### src/rtl/dst_pkg.sv
package dst_pkg;
  typedef enum logic [1:0] {
    HOLE_NONE   = 2'd0,
    HOLE_SECTOR = 2'd1,
    HOLE_INDEX  = 2'd2
  } hole_e;

  localparam int unsigned POS_BYTE_W = 8;
endpackage

### src/rtl/dst_sync.sv
module dst_sync #(
  parameter int unsigned STAGES = 2
) (
  input  logic clk,
  input  logic rst_n,
  input  logic raw_i,
  output logic rise_o
);
  logic [STAGES-1:0] chain_q;
  logic              last_q;

  generate
    if (STAGES < 2) begin : g_single
      always_ff @(posedge clk or negedge rst_n) begin
        if (!rst_n) chain_q <= '0;
        else        chain_q[0] <= raw_i;
      end
    end else begin : g_multi
      always_ff @(posedge clk or negedge rst_n) begin
        if (!rst_n) chain_q <= '0;
        else        chain_q <= {chain_q[STAGES-2:0], raw_i};
      end
    end
  endgenerate

  always_ff @(posedge clk or negedge rst_n) begin
    if (!rst_n) last_q <= 1'b0;
    else        last_q <= chain_q[STAGES-1];
  end

  assign rise_o = chain_q[STAGES-1] & ~last_q;

  // a detected edge lasts one cycle only
  a_r5_single_rise: assert property (@(posedge clk) disable iff (!rst_n)
    rise_o |=> !rise_o);
endmodule

### src/rtl/dst_classifier.sv
module dst_classifier
  import dst_pkg::*;
#(
  parameter int unsigned STRETCH_CYC = 600,
  parameter int unsigned WINDOW_CYC  = 19200
) (
  input  logic  clk,
  input  logic  rst_n,
  input  logic  drive_on_i,
  input  logic  rise_i,
  output hole_e hole_o
);
  localparam int unsigned ST_W = $clog2(STRETCH_CYC + 1);
  localparam int unsigned WN_W = $clog2(WINDOW_CYC + 1);

  logic [ST_W-1:0] st_q, st_d;
  logic [WN_W-1:0] win_q, win_d;
  logic            kind_q, kind_d;
  logic            accept;

  always_comb begin
    accept = drive_on_i && rise_i && (st_q == '0);
    hole_o = HOLE_NONE;
    if (accept) hole_o = (win_q != '0) ? HOLE_INDEX : HOLE_SECTOR;

    st_d   = st_q;
    win_d  = win_q;
    kind_d = kind_q;
    if (!drive_on_i) begin
      st_d   = '0;
      win_d  = '0;
      kind_d = 1'b0;
    end else if (accept) begin
      st_d   = ST_W'(STRETCH_CYC);
      win_d  = '0;
      kind_d = (win_q == '0);
    end else if (st_q != '0) begin
      st_d = st_q - ST_W'(1);
      if (st_q == ST_W'(1) && kind_q) win_d = WN_W'(WINDOW_CYC);
    end else if (win_q != '0) begin
      win_d = win_q - WN_W'(1);
    end
  end

  always_ff @(posedge clk or negedge rst_n) begin
    if (!rst_n) begin
      st_q   <= '0;
      win_q  <= '0;
      kind_q <= 1'b0;
    end else begin
      st_q   <= st_d;
      win_q  <= win_d;
      kind_q <= kind_d;
    end
  end

  // an accepted hole is never followed by another in the next cycle
  a_r5_stretch_blocks: assert property (@(posedge clk) disable iff (!rst_n)
    (hole_o != HOLE_NONE) |=> (hole_o == HOLE_NONE));
  // an index closes the window it fell into
  a_r2_index_closes_window: assert property (@(posedge clk) disable iff (!rst_n)
    (hole_o == HOLE_INDEX) |=> (win_q == '0));
  // nothing is classified while the drive is off
  a_r8_off_no_hole: assert property (@(posedge clk) disable iff (!rst_n)
    !drive_on_i |-> (hole_o == HOLE_NONE));
endmodule

### src/rtl/dst_position.sv
module dst_position
  import dst_pkg::*;
#(
  parameter int unsigned SECTORS  = 16,
  parameter int unsigned TRUE_CYC = 60
) (
  input  logic                                  clk,
  input  logic                                  rst_n,
  input  logic                                  drive_on_i,
  input  hole_e                                 hole_i,
  output logic [((SECTORS>1)?$clog2(SECTORS):1)-1:0] sec_num_o,
  output logic                                  sector_true_o,
  output logic                                  start_o
);
  localparam int unsigned SEC_W = (SECTORS > 1) ? $clog2(SECTORS) : 1;
  localparam int unsigned TR_W  = $clog2(TRUE_CYC + 1);

  logic [SEC_W-1:0] cnt_q, cnt_d;
  logic [TR_W-1:0]  tr_q, tr_d;
  logic             valid_q, valid_d;
  logic             hold_q, hold_d;

  assign start_o = valid_q && (hole_i == HOLE_SECTOR);

  always_comb begin
    cnt_d   = cnt_q;
    tr_d    = tr_q;
    valid_d = valid_q;
    hold_d  = hold_q;
    if (!drive_on_i) begin
      cnt_d   = '0;
      tr_d    = '0;
      valid_d = 1'b0;
      hold_d  = 1'b0;
    end else begin
      if (hole_i == HOLE_INDEX) begin
        cnt_d   = '0;
        valid_d = 1'b1;
        hold_d  = 1'b1;
      end else if (start_o) begin
        if (hold_q)                                hold_d = 1'b0;
        else if (cnt_q == SEC_W'(SECTORS - 1))     cnt_d  = '0;
        else                                       cnt_d  = cnt_q + SEC_W'(1);
      end
      if (start_o)          tr_d = TR_W'(TRUE_CYC);
      else if (tr_q != '0)  tr_d = tr_q - TR_W'(1);
    end
  end

  always_ff @(posedge clk or negedge rst_n) begin
    if (!rst_n) begin
      cnt_q   <= '0;
      tr_q    <= '0;
      valid_q <= 1'b0;
      hold_q  <= 1'b0;
    end else begin
      cnt_q   <= cnt_d;
      tr_q    <= tr_d;
      valid_q <= valid_d;
      hold_q  <= hold_d;
    end
  end

  assign sec_num_o     = cnt_q;
  assign sector_true_o = (tr_q != '0);

  // the index leaves the count at zero
  a_r2_index_zero: assert property (@(posedge clk) disable iff (!rst_n)
    (hole_i == HOLE_INDEX) |=> (sec_num_o == '0));
  // a valid sector start raises sector-true next cycle
  a_r3_true_follows: assert property (@(posedge clk) disable iff (!rst_n)
    start_o |=> sector_true_o);
  // no sector-true while the count is not valid
  a_r6_invalid_quiet: assert property (@(posedge clk) disable iff (!rst_n)
    !valid_q |-> !sector_true_o);
  // the count stays inside the sector range
  a_r4_in_range: assert property (@(posedge clk) disable iff (!rst_n)
    (32'(sec_num_o) < SECTORS));
endmodule

### src/rtl/dst_irq.sv
module dst_irq (
  input  logic clk,
  input  logic rst_n,
  input  logic drive_on_i,
  input  logic en_set_i,
  input  logic en_clr_i,
  input  logic ack_i,
  input  logic start_i,
  output logic irq_o
);
  logic en_q, en_d;
  logic req_q, req_d;

  always_comb begin
    en_d  = en_q;
    req_d = req_q;
    if (!drive_on_i || en_clr_i) begin
      en_d  = 1'b0;
      req_d = 1'b0;
    end else begin
      if (en_set_i)            en_d  = 1'b1;
      if (start_i && en_q)     req_d = 1'b1;
      else if (ack_i)          req_d = 1'b0;
    end
  end

  always_ff @(posedge clk or negedge rst_n) begin
    if (!rst_n) begin
      en_q  <= 1'b0;
      req_q <= 1'b0;
    end else begin
      en_q  <= en_d;
      req_q <= req_d;
    end
  end

  assign irq_o = req_q;

  // acknowledge without a fresh start drops the request
  a_r7_ack_clears: assert property (@(posedge clk) disable iff (!rst_n)
    (ack_i && !start_i) |=> !irq_o);
  // a request holds until acknowledged or disabled
  a_r7_latched: assert property (@(posedge clk) disable iff (!rst_n)
    (irq_o && drive_on_i && !ack_i && !en_clr_i) |=> irq_o);
  // disable strobe or drive off clears the request
  a_r8_disable_clears: assert property (@(posedge clk) disable iff (!rst_n)
    (en_clr_i || !drive_on_i) |=> !irq_o);
endmodule

### src/rtl/dsk_sector_tracker.sv
module dsk_sector_tracker
  import dst_pkg::*;
#(
  parameter int unsigned SECTORS     = 16,
  parameter int unsigned SYNC_STAGES = 2,
  parameter int unsigned STRETCH_CYC = 600,
  parameter int unsigned WINDOW_CYC  = 19200,
  parameter int unsigned TRUE_CYC    = 60
) (
  input  logic       clk,
  input  logic       rst_n,
  input  logic       hole_pulse_i,
  input  logic       drive_on_i,
  input  logic       irq_en_set_i,
  input  logic       irq_en_clr_i,
  input  logic       irq_ack_i,
  output logic [7:0] sector_byte_o,
  output logic       sector_true_o,
  output logic       irq_o
);
  localparam int unsigned SEC_W = (SECTORS > 1) ? $clog2(SECTORS) : 1;
  localparam int unsigned PAD_W = POS_BYTE_W - 1 - SEC_W;

  logic [1:0]       rst_pipe_q;
  logic             rst_n_int;
  logic             rise;
  hole_e            hole;
  logic [SEC_W-1:0] sec_num;
  logic             sec_true;
  logic             sec_start;

  // reset asserts at once, releases after two clock edges
  always_ff @(posedge clk or negedge rst_n) begin
    if (!rst_n) rst_pipe_q <= 2'b00;
    else        rst_pipe_q <= {rst_pipe_q[0], 1'b1};
  end
  assign rst_n_int = rst_pipe_q[1];

  dst_sync #(.STAGES(SYNC_STAGES)) u_sync (
    .clk    (clk),
    .rst_n  (rst_n_int),
    .raw_i  (hole_pulse_i),
    .rise_o (rise)
  );

  dst_classifier #(.STRETCH_CYC(STRETCH_CYC), .WINDOW_CYC(WINDOW_CYC)) u_class (
    .clk        (clk),
    .rst_n      (rst_n_int),
    .drive_on_i (drive_on_i),
    .rise_i     (rise),
    .hole_o     (hole)
  );

  dst_position #(.SECTORS(SECTORS), .TRUE_CYC(TRUE_CYC)) u_pos (
    .clk           (clk),
    .rst_n         (rst_n_int),
    .drive_on_i    (drive_on_i),
    .hole_i        (hole),
    .sec_num_o     (sec_num),
    .sector_true_o (sec_true),
    .start_o       (sec_start)
  );

  dst_irq u_irq (
    .clk        (clk),
    .rst_n      (rst_n_int),
    .drive_on_i (drive_on_i),
    .en_set_i   (irq_en_set_i),
    .en_clr_i   (irq_en_clr_i),
    .ack_i      (irq_ack_i),
    .start_i    (sec_start),
    .irq_o      (irq_o)
  );

  generate
    if (PAD_W > 0) begin : g_pad
      assign sector_byte_o = {{PAD_W{1'b0}}, sec_num, ~sec_true};
    end else begin : g_nopad
      assign sector_byte_o = {sec_num, ~sec_true};
    end
  endgenerate
  assign sector_true_o = sec_true;

  // the byte flag mirrors the pulse, active low
  a_r3_flag_matches: assert property (@(posedge clk) disable iff (!rst_n_int)
    sector_byte_o[0] != sector_true_o);
endmodule

### config.mk
export PLATFORM = sky130hd
export DESIGN_NAME = dsk_sector_tracker
export DESIGN_NICKNAME = d
export VERILOG_FILES = /design/src/rtl/dst_pkg.sv /design/src/rtl/dst_sync.sv /design/src/rtl/dst_classifier.sv /design/src/rtl/dst_position.sv /design/src/rtl/dst_irq.sv /design/src/rtl/dsk_sector_tracker.sv
export SDC_FILE = /design/constraint.sdc
export NUM_CORES = 1
export LEC_CHECK = 0
export BUFFER_PORTS_ARGS = -buffer_cell sky130_fd_sc_hd__clkbuf_2
export CAP_MARGIN = 20
export CORE_ASPECT_RATIO = 0.75
export CORE_MARGIN = 2
export CORE_UTILIZATION = 45
export DETAILED_ROUTE_END_ITERATION = 6
export GPL_ROUTABILITY_DRIVEN = 0
export GPL_TIMING_DRIVEN = 1
export PLACE_DENSITY = 0.67
export SYNTH_ARGS = -nofsm -noshare
export SYNTH_HDL_FRONTEND = slang
export SYNTH_SLANG_ARGS = --single-unit
### constraint.sdc
create_clock -name clk -period 1.6 [get_ports clk]
set_input_delay 0.16 -clock clk [delete_from_list [all_inputs] [get_ports clk]]
set_output_delay 0.16 -clock clk [all_outputs]
set_load 0.01 [all_outputs]
# After elaboration in Yosys (flattened, before gate mapping)
# Cells that the tools add are included.
[op_classes]
addsub = 4
eq_ne = 12
n_mux = 30
n_bitwise = 3
n_reduce_logical = 16
[ops]
columns = ["op", "count"]
rows = [
  ["$mux W15", 5],
  ["$mux W10", 3],
  ["$mux W4", 5],
  ["$mux W6", 3],
  ["$logic_not A15 Y1", 1],
  ["$reduce_bool A15 Y1", 1],
  ["$sub A15 B1 Y15 const B", 1],
  ["$mux W1", 12],
  ["$eq A10 B1 Y1 const B", 1],
  ["$logic_not A10 Y1", 1],
  ["$reduce_bool A10 Y1", 1],
  ["$sub A10 B1 Y10 const B", 1],
  ["$ne A3 B1 Y1 const B", 3],
  ["$reduce_bool A6 Y1", 1],
  ["$sub A6 B1 Y6 const B", 1],
  ["$logic_and A1 B1 Y1", 5],
  ["$add A4 B1 Y4 const B", 1],
  ["$eq A4 B4 Y1 const B", 1],
  ["$mux W2", 2],
  ["$ne A2 B1 Y1 const B", 2],
  ["$ne A4 B1 Y1 const B", 1],
  ["$ne A4 B3 Y1 const B", 1],
  ["$reduce_and A2 Y1", 2],
  ["$ne A3 B3 Y1 const B", 1],
  ["other kinds (8)", 9],
]
[word_totals]
regBits = 45
inputBits = 7
elab_cells = 77

# Depth between registers and ports, before layout
[logic_depth]
depth_word = 10
depth_mapped = 8
mapped_depth_nobuf = 7

# Hierarchy
# Synthesis repeated with hierarchy kept, for this count alone.
[hier_totals]
hier_cells = 269
area_unflattened_um2 = 2630.0
[by_module_without_submodules]
columns = ["mod", "instances", "cells_each", "area_each_um2", "seq_area_each_um2"]
rows = [
  ["dst_classifier", 1, 176, 1676.6, 650.6],
  ["dst_position", 1, 73, 680.7, 300.3],
  ["dst_irq", 1, 8, 100.1, 50.0],
  ["dst_sync", 1, 4, 88.8, 75.1],
  ["dsk_sector_tracker", 1, 8, 83.8, 50.0],
]

# Worst setup path after synthesis
# OpenSTA, ideal clock, no wires.
[synth_path]
path_kind = "register -> register"
start = "register u_class.win_q[0]"
end = "register u_class.win_q[4]"
setup_ns = 0.066
arrival_time_ns = 1.859
path_slack_ns = -0.325
stages_incl_launch_ff = 8
n_path_buf = 0
synth_period_minus_slack_ns = 1.925
cell_sequence = "dfrtp_1 > inv_1 > ha_1 > nor3b_2 > nand4_4 > o31a_2 > a211oi_1 > a31o_1"
[synth_between]
elab_chain_len = 5
word_cells_on_any_way = 8
cone_classes = "1 x add/sub; 1 x eq/ne; 4 x mux; 2 x reduce/logical"
[synth_rtl]
columns = ["element", "line", "source"]
rows = [
  ["from (decl)", "dst_classifier.sv:17", "logic [WN_W-1:0] win_q, win_d;"],
  ["from (signal assigned)", "dst_classifier.sv:52", "win_q <= win_d;"],
  ["$sub A15 B1 Y15", "dst_classifier.sv:41", "win_d = win_q - WN_W'(1);"],
  ["$mux W15", "dst_classifier.sv:40", "end else if (win_q != '0) begin"],
  ["$mux W15", "dst_classifier.sv:37", "end else if (st_q != '0) begin"],
  ["$mux W15", "dst_classifier.sv:33", "end else if (accept) begin"],
  ["$mux W15", "dst_classifier.sv:29", "if (!drive_on_i) begin"],
]
# Several ways; a longest one is shown, not always the timed one. The select of a mux whose other input is x is not followed.
# A chain may end at the register's enable or synchronous reset.

# Worst setup path after layout
[layout_path]
start = "register u_class.st_q[5]"
end = "register u_class.win_q[4]"
[layout_between]
elab_chain_len = 4
word_cells_on_any_way = 11
cone_classes = "3 x eq/ne; 3 x mux; 5 x reduce/logical"
[layout_rtl]
columns = ["element", "line", "source"]
rows = [
  ["from (decl)", "dst_classifier.sv:16", "logic [ST_W-1:0] st_q, st_d;"],
  ["from (signal assigned)", "dst_classifier.sv:51", "st_q <= st_d;"],
  ["$eq A10 B1 Y1, or another cell as far along", "dst_classifier.sv:39", "if (st_q == ST_W'(1) && kind_q) win_d = WN_W'(WINDOW_CYC);"],
  ["$logic_and A1 B1 Y1, or another cell as far along", "dst_classifier.sv:39", ""],
  ["$ne A4 B3 Y1 (no source line), or another cell as far along", "n/a", ""],
  ["$reduce_and A2 Y1 (no source line) or $mux W15 (tied branches)", "n/a", ""],
]
# Several ways; a longest one is shown, not always the timed one.

==> metrics <==
outcome=finished, violations left; failing checks=setup timing; min-delay src=irq_en_set_i; vias=2275; most frequent cells after synthesis=dfrtp_1, nor2_1, nand2_1; Yosys top cell area share=0.451; Final Hold Fails=0; Min-Delay Path Class=input pin to flop; clock slew at reported path FFs=0.08 ns; mux cell area share after synthesis=0; reg2reg setup slack=-0.36 ns; num ports=17; cell area after synthesis=2500 um2; Residual DRC=0; FF+latch count, synth=45; post-synthesis instance total=259; Area after DPL=3200 um2; synth top area cells=dfrtp_1, nor2_1, ha_1, xor2_1, nand2_1; Startpoint Class=flop; wire length per cell=15.2 um; largest family of logic cells by synthesized area=simple AND/OR/NAND/NOR gates; first-pass GRT wire length=10800 um; die height=68.5 um; Synth area leader=dfrtp_1; TritonCTS clock tree=built; clk_lat worst skew=0.30 ns; Arr. time, crit path=2.16 ns; Place WS=-0.411 ns; Synth Area in Compound Gates=0.148; grt ovf=0; number of enable flip-flop cells after synthesis=0; vias in the first global route=2266; largest net degree at the start of global routing=24; Clock Tree Buf Depth=2; share of layout cells above drive strength 1=0.469; max-cap violations=0; worst vdd ir=0.856 mV; Adder-Cell Fraction of Synth Area=0.0351; Layout area overhead=52.0%; critical-path maximum fanout=4; GRT Total Usage=0.226; sequential area share after synthesis=0.451; setup tns final=-7.49 ns; cts bufs inserted=5; Sink Count=45; Ys Warns=0; Port Buffers=13; Worst setup EP type=flop; cell with the most instances after synthesis=dfrtp_1; worst hold stages=3; asr flop ratio synth=1.00; power per cell area=2060 nW/um2; final net count=382; row cnt=23; routed wire length=6740 um; # fillers=396; simple-gate share of the synthesized area=0.257; design area=3800 um2; htree depth=2; clock root buffer master=clkbuf_8; RSZ-0062 raised after global routing=true; Mean Syn Cell Area=9.65 um2; WP data required=1.79 ns; initial core utilization=0.467; final worst path period share=1.23; DRT antenna net count=0; fin crit period=1.96 ns; reg-to-reg endpoint=u_class.win_q[4]; critical path class=flop to flop; Final Skew=0.0103 ns; Post-synth top flop=dfrtp_1; Chip Width=90.0 um; initial antenna violation count=0; Distinct cells, synth=46; worst r2r path cells=5; fin. max-slew vios=0; 1st-pass router iterations=4; Reg2Reg Launch Point=u_class.st_q[5]; Hold Path End=u_irq.en_q; Pleak=0.00176 uW; post-DP HPWL=4260 um; Setup violations, final=34; max frequency=509 MHz; 1st-iter DRT viols=136; Core ar.=5350 um2; vias per cell=5.12; final core occ=0.710; xor-xnor portion of the synthesized cell area=0.0596; Final Worst Setup Slack=-0.364 ns; Diodes inserted=0; Die Area=6170 um2
==> worst max-delay path by stage <==
stage | from | end | slack (ns) | depth (start not counted)
floorplan | u_class.st_q[4] | u_class.win_q[4] | -0.30 | 6
global placement | u_class.st_q[3] | u_irq.irq_o | -0.41 | 8
detailed placement | u_class.st_q[3] | u_irq.irq_o | -0.41 | 8
CTS | u_class.st_q[8] | u_class.win_q[10] | -0.30 | 6
global route | u_class.st_q[1] | u_class.win_q[4] | -0.41 | 8
finish | u_class.st_q[5] | u_class.win_q[4] | -0.36 | 5
==> kinds of logic (layout without fill, tap and decap cells) <==
logic type | Yosys count | count (layout)
and+or+nand+nor | 114 | 114
AOI/OAI and AO/OA | 50 | 50
DFF | 45 | 45
buffers and inverters | 24 | 132
xor gates and xnor gates | 17 | 17
adders and majority gates | 7 | 7
other | 2 | 4
==> area by class of cell <==
| class | count | area [um2] | share of cell area |
|---|---|---|---|
| clock buffer | 8 | 90.1 | 0.0237 |
| inverter | 11 | 41.3 | 0.0109 |
| multi-input combinational | 192 | 1540 | 0.406 |
| sequential | 45 | 1130 | 0.297 |
| tap | 75 | 93.8 | 0.0247 |
| timing repair buffer | 113 | 903 | 0.238 |
==> metal layers <==
layer / up-vias / global-route usage / wire length (um)
met2: 38 / 0.394 / 3340
met1: 1105 / 0.292 / 3070
met3: 9 / 0.0402 / 221
met4: 0 / 0.0788 / 108
li1: 1123 / - / -
met5: - / 0 / 0
==> where the power goes <==
part	switching, uW	internal, uW
clock	388	353
combinational	2540	2790
sequential	284	1460
total	3210	4610
==> sequential cells by signal, summed over array words and instances (netlist names) <==
signal           flops
rst_pipe_q           2
u_class.kind_q       1
u_class.st_q        10
u_class.win_q       15
u_irq.en_q           1
u_irq.irq_o          1
u_pos.hold_q         1
u_pos.sec_num_o      4
u_pos.tr_q           6
u_pos.valid_q        1
u_sync.chain_q       2
u_sync.last_q        1
==> worst max-delay path, stage by stage, from the launching register on <==
cell and delay, ns:
dfrtp_1 0.43, or3_4 0.43, o41ai_4 0.42, o31a_2 0.28, a211oi_2 0.07, a31o_1 0.21
==> metrics by stage <==
| stage | power, uW | std cells | hold WS [ns] |
|---|---|---|---|
| floorplan | 4030 | 261 | -0.136 |
| global placement | 5610 | 413 | -0.0541 |
| detailed placement | 5670 | 413 | -0.0521 |
| CTS | 7150 | 437 | 0.0886 |
| global route | 8350 | 444 | 0.0910 |
| finish | 7820 | 444 | 0.0887 |
==> layout by cell type (no fill, tap or decap), drive strengths merged, types with 3 or more instances in the layout <==
cell type,instances
a21oi,11
and2,3
and3,3
buf,98
clkbuf,21
conb,4
dfrtp,45
ha,7
inv,11
nand2,20
nand2b,5
nand3,11
nand4,6
nor2,36
nor3,8
nor3b,3
nor4,10
o21a,6
o21ai,15
o41ai,3
xnor2,8
xor2,9
==> what timing repair did <==
item / in CTS / in global routing
hold endpoints to repair: 3 / 0
hold buffers: 2 / 0
pin swaps: 34 / 18
gates resized for setup: 52 / 31
setup buffers: 15 / 10
endpoints found under the setup margin: 41 / 41
Note: power is estimated with default switching activity, not from simulation.
